--- config.mk ---
export PLATFORM = sky130hd
export DESIGN_NAME = alu8_core
export DESIGN_NICKNAME = d
export VERILOG_FILES = /design/src/rtl/alu8_pkg.sv /design/src/rtl/alu8_addsub.sv /design/src/rtl/alu8_muldiv.sv /design/src/rtl/alu8_bcd.sv /design/src/rtl/alu8_logic.sv /design/src/rtl/alu8_core.sv
export SDC_FILE = /design/constraint.sdc
export NUM_CORES = 1
export LEC_CHECK = 0
export CAP_MARGIN = 10
export CORE_ASPECT_RATIO = 0.9
export CORE_UTILIZATION = 36
export CTS_CLUSTER_SIZE = 24
export DETAILED_ROUTE_END_ITERATION = 16
export GPL_TIMING_DRIVEN = 0
export PLACE_DENSITY = 0.55
export SLEW_MARGIN = 20
export SYNTH_ARGS = -nofsm -noshare
export SYNTH_HDL_FRONTEND = slang
export SYNTH_SLANG_ARGS = --single-unit
--- constraint.sdc ---
create_clock -name clk -period 16.27 [get_ports clk]
set_input_delay 3.254 -clock clk [delete_from_list [all_inputs] [get_ports clk]]
set_output_delay 3.254 -clock clk [all_outputs]
set_load 0.01 [all_outputs]
--- src/rtl/alu8_pkg.sv ---
package alu8_pkg;
    localparam int DW  = 8;
    localparam int NIB = DW / 2;
    localparam int OPW = 5;
    localparam logic [NIB-1:0] NIB_MAX = NIB'(9);

    typedef enum logic [OPW-1:0] {
        OP_ADD  = 5'd0,  OP_ADDC = 5'd1,  OP_SUBB = 5'd2,  OP_INC  = 5'd3,
        OP_DEC  = 5'd4,  OP_MUL  = 5'd5,  OP_DIV  = 5'd6,  OP_DA   = 5'd7,
        OP_AND  = 5'd8,  OP_OR   = 5'd9,  OP_XOR  = 5'd10, OP_CPL  = 5'd11,
        OP_CLR  = 5'd12, OP_RL   = 5'd13, OP_RR   = 5'd14, OP_RLC  = 5'd15,
        OP_RRC  = 5'd16, OP_SWAP = 5'd17, OP_XCHD = 5'd18
    } alu_op_e;

    typedef struct packed {
        logic [DW-1:0] acc;
        logic [DW-1:0] breg;
        logic          breg_we;
        logic [DW-1:0] opnd;
        logic          opnd_we;
        logic          cy;
        logic          cy_we;
        logic          ac;
        logic          ac_we;
        logic          ov;
        logic          ov_we;
    } alu_res_t;

    function automatic logic is_arith(alu_op_e op);
        return (op == OP_ADD) || (op == OP_ADDC) || (op == OP_SUBB);
    endfunction
endpackage

--- src/rtl/alu8_addsub.sv ---
module alu8_addsub
    import alu8_pkg::*;
(
    input  alu_op_e       op,
    input  logic [DW-1:0] a,
    input  logic [DW-1:0] x,
    input  logic          cin,
    output logic [DW-1:0] sum,
    output logic          cy,
    output logic          ac,
    output logic          ov
);
    logic [DW-1:0]  xx;
    logic           ci;
    logic           sub;
    logic [NIB:0]   lo;
    logic [DW-1:0]  mid;
    logic [DW:0]    full;

    always_comb begin
        xx  = x;
        ci  = 1'b0;
        sub = 1'b0;
        unique case (op)
            OP_ADDC: ci = cin;
            OP_SUBB: begin xx = ~x; ci = ~cin; sub = 1'b1; end
            OP_INC:  begin xx = '0; ci = 1'b1; end
            OP_DEC:  begin xx = '1; ci = 1'b0; end
            default: ;
        endcase
        lo   = {1'b0, a[NIB-1:0]} + {1'b0, xx[NIB-1:0]} + (NIB+1)'(ci);
        mid  = {1'b0, a[DW-2:0]}  + {1'b0, xx[DW-2:0]}  + DW'(ci);
        full = {1'b0, a}          + {1'b0, xx}          + (DW+1)'(ci);
        sum  = full[DW-1:0];
        cy   = full[DW] ^ sub;
        ac   = lo[NIB] ^ sub;
        ov   = full[DW] ^ mid[DW-1];
    end
endmodule

--- src/rtl/alu8_muldiv.sv ---
module alu8_muldiv
    import alu8_pkg::*;
(
    input  logic          is_div,
    input  logic [DW-1:0] a,
    input  logic [DW-1:0] b,
    output logic [DW-1:0] lo_q,
    output logic [DW-1:0] hi_r,
    output logic          ov
);
    logic [2*DW-1:0] prod;
    logic            bzero;

    always_comb begin
        prod  = {{DW{1'b0}}, a} * {{DW{1'b0}}, b};
        bzero = (b == '0);
        if (is_div) begin
            lo_q = bzero ? a : a / b;
            hi_r = bzero ? b : a % b;
            ov   = bzero;
        end else begin
            lo_q = prod[DW-1:0];
            hi_r = prod[2*DW-1:DW];
            ov   = |prod[2*DW-1:DW];
        end
    end
endmodule

--- src/rtl/alu8_bcd.sv ---
module alu8_bcd
    import alu8_pkg::*;
(
    input  logic [DW-1:0] a,
    input  logic          cin,
    input  logic          acin,
    output logic [DW-1:0] res,
    output logic          cy
);
    localparam logic [DW:0] LO_FIX = (DW+1)'(6);
    localparam logic [DW:0] HI_FIX = (DW+1)'(6) << NIB;

    logic [DW:0] t1;
    logic [DW:0] t2;

    always_comb begin
        t1 = {1'b0, a};
        if ((a[NIB-1:0] > NIB_MAX) || acin)
            t1 = t1 + LO_FIX;
        t2 = {1'b0, t1[DW-1:0]};
        if ((t1[DW-1:NIB] > NIB_MAX) || cin || t1[DW])
            t2 = t2 + HI_FIX;
        res = t2[DW-1:0];
        cy  = cin | t1[DW] | t2[DW];
    end
endmodule

--- src/rtl/alu8_logic.sv ---
module alu8_logic
    import alu8_pkg::*;
(
    input  alu_op_e       op,
    input  logic [DW-1:0] a,
    input  logic [DW-1:0] x,
    input  logic          cin,
    output logic [DW-1:0] res,
    output logic [DW-1:0] xout,
    output logic          cy
);
    always_comb begin
        res  = a;
        xout = x;
        cy   = cin;
        unique case (op)
            OP_AND:  res = a & x;
            OP_OR:   res = a | x;
            OP_XOR:  res = a ^ x;
            OP_CPL:  res = ~a;
            OP_CLR:  res = '0;
            OP_RL:   res = {a[DW-2:0], a[DW-1]};
            OP_RR:   res = {a[0], a[DW-1:1]};
            OP_RLC:  begin res = {a[DW-2:0], cin}; cy = a[DW-1]; end
            OP_RRC:  begin res = {cin, a[DW-1:1]}; cy = a[0]; end
            OP_SWAP: res = {a[NIB-1:0], a[DW-1:NIB]};
            OP_XCHD: begin
                res  = {a[DW-1:NIB], x[NIB-1:0]};
                xout = {x[DW-1:NIB], a[NIB-1:0]};
            end
            default: ;
        endcase
    end
endmodule

--- src/rtl/alu8_core.sv ---
module alu8_core
    import alu8_pkg::*;
(
    input  logic          clk,
    input  logic          rst,
    input  logic [4:0]    op_i,
    input  logic [7:0]    acc_i,
    input  logic [7:0]    opnd_i,
    input  logic [7:0]    breg_i,
    input  logic          cy_i,
    input  logic          ac_i,
    output logic [7:0]    acc_o,
    output logic [7:0]    breg_o,
    output logic          breg_we_o,
    output logic [7:0]    opnd_o,
    output logic          opnd_we_o,
    output logic          cy_o,
    output logic          cy_we_o,
    output logic          ac_o,
    output logic          ac_we_o,
    output logic          ov_o,
    output logic          ov_we_o
);
    alu_op_e       op;
    logic [DW-1:0] as_sum, md_lo, md_hi, da_res, lg_res, lg_x;
    logic          as_cy, as_ac, as_ov, md_ov, da_cy, lg_cy;
    alu_res_t      nxt, cur;

    assign op = alu_op_e'(op_i);

    alu8_addsub u_addsub (
        .op(op), .a(acc_i), .x(opnd_i), .cin(cy_i),
        .sum(as_sum), .cy(as_cy), .ac(as_ac), .ov(as_ov)
    );

    alu8_muldiv u_muldiv (
        .is_div(op == OP_DIV), .a(acc_i), .b(breg_i),
        .lo_q(md_lo), .hi_r(md_hi), .ov(md_ov)
    );

    alu8_bcd u_bcd (
        .a(acc_i), .cin(cy_i), .acin(ac_i), .res(da_res), .cy(da_cy)
    );

    alu8_logic u_logic (
        .op(op), .a(acc_i), .x(opnd_i), .cin(cy_i),
        .res(lg_res), .xout(lg_x), .cy(lg_cy)
    );

    always_comb begin
        nxt         = '0;
        nxt.acc     = acc_i;
        nxt.breg    = breg_i;
        nxt.opnd    = opnd_i;
        nxt.cy      = cy_i;
        nxt.ac      = ac_i;
        case (op)
            OP_ADD, OP_ADDC, OP_SUBB, OP_INC, OP_DEC: begin
                nxt.acc = as_sum;
                if (is_arith(op)) begin
                    nxt.cy = as_cy; nxt.ac = as_ac; nxt.ov = as_ov;
                    nxt.cy_we = 1'b1; nxt.ac_we = 1'b1; nxt.ov_we = 1'b1;
                end
            end
            OP_MUL, OP_DIV: begin
                nxt.acc     = md_lo;
                nxt.breg    = md_hi;
                nxt.breg_we = 1'b1;
                nxt.cy      = 1'b0;
                nxt.cy_we   = 1'b1;
                nxt.ov      = md_ov;
                nxt.ov_we   = 1'b1;
            end
            OP_DA: begin
                nxt.acc   = da_res;
                nxt.cy    = da_cy;
                nxt.cy_we = 1'b1;
            end
            OP_AND, OP_OR, OP_XOR, OP_CPL, OP_CLR, OP_RL, OP_RR,
            OP_RLC, OP_RRC, OP_SWAP, OP_XCHD: begin
                nxt.acc     = lg_res;
                nxt.opnd    = lg_x;
                nxt.opnd_we = (op == OP_XCHD);
                nxt.cy      = lg_cy;
                nxt.cy_we   = (op == OP_RLC) || (op == OP_RRC);
            end
            default: ;
        endcase
    end

    always_ff @(posedge clk) begin
        if (rst) cur <= '0;
        else     cur <= nxt;
    end

    assign acc_o     = cur.acc;
    assign breg_o    = cur.breg;
    assign breg_we_o = cur.breg_we;
    assign opnd_o    = cur.opnd;
    assign opnd_we_o = cur.opnd_we;
    assign cy_o      = cur.cy;
    assign cy_we_o   = cur.cy_we;
    assign ac_o      = cur.ac;
    assign ac_we_o   = cur.ac_we;
    assign ov_o      = cur.ov;
    assign ov_we_o   = cur.ov_we;
endmodule

==> results of run 1 <==
-- layout make-up --
type | count | area share [%]
plain buffers | 48 | 2.46
clock buffers | 6 | 1.60
clock inverters | 2 | 0.434
inverters | 88 | 4.14
multi-input cells | 735 | 72.1
flip-flops and latches | 32 | 7.93
well taps | 245 | 3.80
repair buffers | 62 | 7.52
-- what timing repair did --
| action | CTS | global route |
|---|---|---|
| buffers inserted | 1 | 4 |
| pin swaps | 0 | 2 |
| setup endpoints to repair | 9 | 9 |
| resized for setup | 9 | 15 |
-- registers in the layout (all words and copies together) (netlist names) --
register and count:
ac_o 1, breg_o 8, ac_we_o 1, cy_o 1, acc_o 8, cy_we_o 1
opnd_o 8, breg_we_o 1, opnd_we_o 1, ov_we_o 1, ov_o 1
-- power by group through the flow --
stage | Sequential (mW) | Clock (mW) | Combinational [mW]
final | 0.0861 | 0.111 | 0.440
after global routing | 0.0865 | 0.117 | 0.485
after CTS | 0.0862 | 0.113 | 0.427
after detailed placement | 0.0879 | 0 | 0.421
after global placement | 0.0876 | 0 | 0.423
after floorplan | 0.0910 | 0 | 0.309
-- synthesized netlist by cell type, drive strengths merged, types with 15 or more instances --
library cell	number	area [um2]
ha	102	1280
o21ai	41	205
nand3	16	80.1
nand2	78	293
o211ai	17	133
o21a	17	128
nor2	92	345
nor3	34	170
inv	86	323
a21o	15	113
mux2i	18	180
a21oi	44	220
clkbuf	41	155
xnor2	24	210
fa	39	781
dfxtp	32	641
-- through the flow --
step                std cells  area, um2  utilization [%]
global placement         1205       7770             41.8
floorplan                 903       6890                -
global route             1218       8070             43.4
detailed placement       1205       7780             41.9
finish                   1218       8070             43.4
CTS                      1214       7980             42.9
-- kinds of logic (layout without fill, tap and decap cells) --
kind of cell,Yosys count,after routing,share of synthesized area (%)
xor+xnor,31,31,3.94
buf+inv,136,206,7.57
simple gates,284,284,19.3
flops,32,32,9.29
mux,24,24,3.70
compound gates,255,255,26.3
fa+ha+maj,141,141,29.8
-- worst paths after layout --
kind	end	cells past startpoint	slack (ns)
max	acc_o[0]	50	0.70
min	breg_we_o	2	3.62
-- layer usage --
layer	vias to the layer above	track usage (%)
li1	3411	-
met1	3361	38.7
met2	271	34.1
met3	33	3.63
met4	0	7.33
met5	-	0
==> impl_results.md, run 1 <==
- Number of fill cells in the layout: 1,921
- Core area: 18,600 um2
- Worst-path clk slew: 0.06 ns
- Cell variety after synth: 83
- Core Rows: 47
- Global route overflow: 0
- Vias: 7,076
- Via-to-Cell Ratio: 5.81
- Post-place setup slack: -1.38 ns
- F_max: 0.0642 GHz
- Setup Viol. Count Final: 0
- Crit path max fanout: 10
- Met3 WL post-DR: 1660 um
- Final WS setup: 0.704 ns
- Critical path endpoint category: flip-flop
- DR DRC count: 0
- Slew HR: 41.2%
- Crit Path Class: in2reg
- Post-synthesis sequential area ratio: 9.29%
- Most frequent CP cell: ha_1
- # nets final: 1,146
- Synthesized netlist cell count: 903
- Share of total power in the clock network: 17.4%
- Sw frac: 46.6%
- GP Congestion: 0.900
- Crit share post-route: 95.7%
- Fin Hold WS: 3.62 ns
- Met1 wire length: 12,400 um
- Worst hold-check path type: in2reg
- Share of cells above drive strength 1: 6.27%
- Crit start category: primary input
- Fin crit period: 15.57 ns
- Yosys warns: 0
- Largest net degree at the start of global routing: 16
- Commonest non-fill, non-tap cell in the layout: ha_1
- Clock buffer depth: 2
- Buffers and inverters on the worst path: 7
- Ant diodes: 0
- CP top delay family: compound AO/OA/AOI/OAI gates
- Slowest-stage cell, CP: clkdlybuf4s50_1
- Starting Density: 37.1%
- Input/output buffers: 57
- Antenna Nets Post-Route: 0
- Post-CTS Hold Fix Bufs: 0
- FFs w/ async S/R, synth: 0%
- Net Switching: 297 uW
- Pwr Density: 78.9 nW/um2
- Area of the mapped netlist: 6890 um2
- Status: finished clean
- Cell Int Power: 340 uW
- Reg power frac: 13.5%
- Power Total: 637 uW
- Vias in the first global route: 6,592
- Die height: 133 um
- First-pass DRT Iterations: 7
- Commonest non-fill, non-tap cells in the layout: ha_1, nor2_1, inv_1, nand2_1, clkdlybuf4s50_1
- Highest routed layer: met4
- # Max-Cap Violations: 0
- Setup TNS: 0 ns
- DIE WIDTH: 148 um
- # IOs: 65
- Initial antenna violation count: 0
- First-pass GRT wire length: 37,600 um
- Fin. max-slew vios: 0
- Logic gate share of total power: 69.1%
- Synthesized area per cell: 7.63 um2
- Die ar.: 19,700 um2
- DRT Wirelength: 24,100 um
- Crit path arrival time: 15.74 ns
- #FFs+latches synth: 32
- Initial DRC count: 750
- GRT Overall Usage: 24.7%
- Worst-margin pin slew: 0.874 ns
- Syn Nets: 1,077
- Multi-input gate area: 5820 um2
- Fin. Hold Viols: 0
- Syn-to-layout area delta: 17.1%
- Number of flops mapped to enable cells by yosys: 0
- WP data required: 16.45 ns
- Clock sink count: 32
- Slowest stage delay, CP: 0.41 ns
- CP Launch Point: breg_i[6]
- CTS tree: done
- Hold Path Origin: rst
- Met2 wire len: 9470 um
- Reg area: 641 um2
- Routed WL per cell: 19.8 um
- Lkg Pwr: 3.55 nW
- # H-tree levels: 2
- CTS root buf: clkbuf_16
- Top FF cell, synth: dfxtp_1
- VDD IR max: 39.5 uV
- Num CTS Buffers: 5
- DP Wirelength: 19,200 um
(Power assumes the default switching activity.)
==> run 2: changes to the inputs <==
--- a/config.mk
+++ b/config.mk
@@ -11,6 +11,7 @@
 export CTS_CLUSTER_SIZE = 24
 export DETAILED_ROUTE_END_ITERATION = 16
 export GPL_TIMING_DRIVEN = 0
+export HOLD_SLACK_MARGIN = 0.06
 export PLACE_DENSITY = 0.55
 export SLEW_MARGIN = 20
 export SYNTH_ARGS = -nofsm -noshare
==> results of run 2 <==
No change in the layout: final DEF, timing and power equal those of run 1.
==> run 3: changes to the inputs <==
--- a/config.mk
+++ b/config.mk
@@ -8,11 +8,12 @@
 export CAP_MARGIN = 10
 export CORE_ASPECT_RATIO = 0.9
 export CORE_UTILIZATION = 36
-export CTS_CLUSTER_SIZE = 24
+export CTS_CLUSTER_SIZE = 16
 export DETAILED_ROUTE_END_ITERATION = 16
 export GPL_TIMING_DRIVEN = 0
 export HOLD_SLACK_MARGIN = 0.06
 export PLACE_DENSITY = 0.55
+export SKIP_CTS_REPAIR_TIMING = 1
 export SLEW_MARGIN = 20
 export SYNTH_ARGS = -nofsm -noshare
 export SYNTH_HDL_FRONTEND = slang
==> run 3 against run 2 <==
  * Global-route usage fell by 0.21 points
  * Routed wire length fell by 0.36%
  * Worst setup slack got worse by 0.0052 ns
  * Cell count up 0.16%
  * Critical endpoint unchanged
==> impl_results.md, run 3 (synthesis results as in run 1) <==
- Status: finished clean
- Reg power frac: 13.5% (about the same)
- # nets final: 1,148 (+0.17%)
- GP Congestion: 0.900 (unchanged)
- Slowest-stage cell, CP: clkdlybuf4s50_1
- Most frequent CP cell: ha_1
- Initial DRC count: 658 (-12%)
- GRT Overall Usage: 24.5% (-0.21 points)
- First-pass GRT wire length: 37,300 um (-0.75%)
- Core area: 18,600 um2 (unchanged)
- Global route overflow: 0 (unchanged)
- Worst hold-check path type: in2reg
- Crit path max fanout: 10 (unchanged)
- Share of total power in the clock network: 17.3% (about the same)
- DIE WIDTH: 148 um (unchanged)
- Buffers and inverters on the worst path: 7 (unchanged)
- Logic gate share of total power: 69.2% (about the same)
- Vias: 7,164 (+1.2%)
- Crit path arrival time: 15.75 ns (about the same)
- Starting Density: 37.1% (unchanged)
- # IOs: 65 (unchanged)
- Non-filler cells, final: 1,220 (+0.16%)
- Core Rows: 47 (unchanged)
- Worst-margin pin slew: 0.953 ns (+0.0788 ns)
- Routed WL per cell: 19.7 um (-0.52%)
- Setup Viol. Count Final: 0 (unchanged)
- Slew HR: 35.9% (-5.3 points)
- Fin crit period: 15.57 ns (+0.00517 ns)
- Pwr Density: 78.8 nW/um2 (-0.18%)
- Commonest non-fill, non-tap cells in the layout: ha_1, nor2_1, inv_1, nand2_1, clkdlybuf4s50_1
- Crit start category: primary input
- # Max-Cap Violations: 0 (unchanged)
- Num CTS Buffers: 5 (unchanged)
- Worst-path clk slew: 0.06 ns (about the same)
- Fin. max-slew vios: 0 (unchanged)
- Die height: 133 um (unchanged)
- Vias in the first global route: 6,549 (-0.65%)
- Sw frac: 46.5% (about the same)
- # H-tree levels: 2 (unchanged)
- Final WS setup: 0.699 ns (-0.00517 ns)
- Share of cells above drive strength 1: 6.46% (+0.19 points)
- Critical path endpoint category: flip-flop
- Power Total: 637 uW (about the same)
- Lkg Pwr: 3.57 nW (+0.49%)
- DRT Wirelength: 24,000 um (-0.36%)
- Net Switching: 297 uW (about the same)
- F_max: 0.0642 GHz (about the same)
- Fin Hold WS: 3.61 ns (-0.0121 ns)
- Syn-to-layout area delta: 17.4%
- DR DRC count: 0 (unchanged)
- Number of fill cells in the layout: 1,917 (-0.21%)
- Die ar.: 19,700 um2 (unchanged)
- First-pass DRT Iterations: 5 (-2)
- CTS tree: done
- Fin. Hold Viols: 0 (unchanged)
- Final instance area: 8090 um2 (+0.23%)
- Slowest stage delay, CP: 0.41 ns (about the same)
- Multi-input gate area: 5820 um2 (unchanged)
- Setup TNS: 0 ns (unchanged)
- CP top delay family: compound AO/OA/AOI/OAI gates
- Antenna Nets Post-Route: 0 (unchanged)
- Commonest non-fill, non-tap cell in the layout: ha_1
- Largest net degree at the start of global routing: 16 (unchanged)
- Clock buffer depth: 2 (unchanged)
- DP Cell Count: 1,205 (unchanged)
- Via-to-Cell Ratio: 5.87 (+1.1%)
- Fin util: 43.5% (+0.10 points)
- CTS root buf: clkbuf_16
- VDD IR max: 39.2 uV (-0.87%)
- Crit Path Class: in2reg
- DP Wirelength: 19,200 um (unchanged)
- Cell Int Power: 341 uW (about the same)
- Placed instance area: 7780 um2 (unchanged)
- WP data required: 16.45 ns (about the same)
- Reg area: 641 um2 (unchanged)
- Crit share post-route: 95.7% (about the same)
- Post-place setup slack: -1.38 ns (unchanged)
- Input/output buffers: 57 (unchanged)
- Clock sink count: 32 (unchanged)
- Ant diodes: 0 (unchanged)
- Initial antenna violation count: 0 (unchanged)
[run 3: layer usage]
layer / up-vias / wire length (um) / global-route usage (%)
met3: 28 / 1850 / 3.42
met4: 0 / 479 / 7.45
met1: 3423 / 12000 / 38.5
li1: 3418 / - / -
met5: - / 0 / 0
met2: 295 / 9660 / 33.8
[run 3: layout make-up]
type | instances | share of cell area [%]
multi-input combinational | 735 | 72.0
sequential | 32 | 7.92
timing repair buffer | 64 | 7.73
inverter | 88 | 4.13
tap | 245 | 3.79
buffer | 48 | 2.46
clock buffer | 6 | 1.59
clock inverter | 2 | 0.433
[run 3: path summary, 6_finish.rpt]
kind,endpoint,start,cells after the start,slack (ns)
hold / removal,breg_we_o,rst,2,3.61
setup / recovery,acc_o[0],breg_i[6],50,0.70
[run 3: power groups by stage]
stage	clock [mW]	combinational, mW	sequential [mW]
CTS	0.113	0.425	0.0862
global placement	0	0.423	0.0876
finish	0.110	0.441	0.0861
floorplan	0	0.309	0.0910
detailed placement	0	0.421	0.0879
global route	0.116	0.484	0.0865
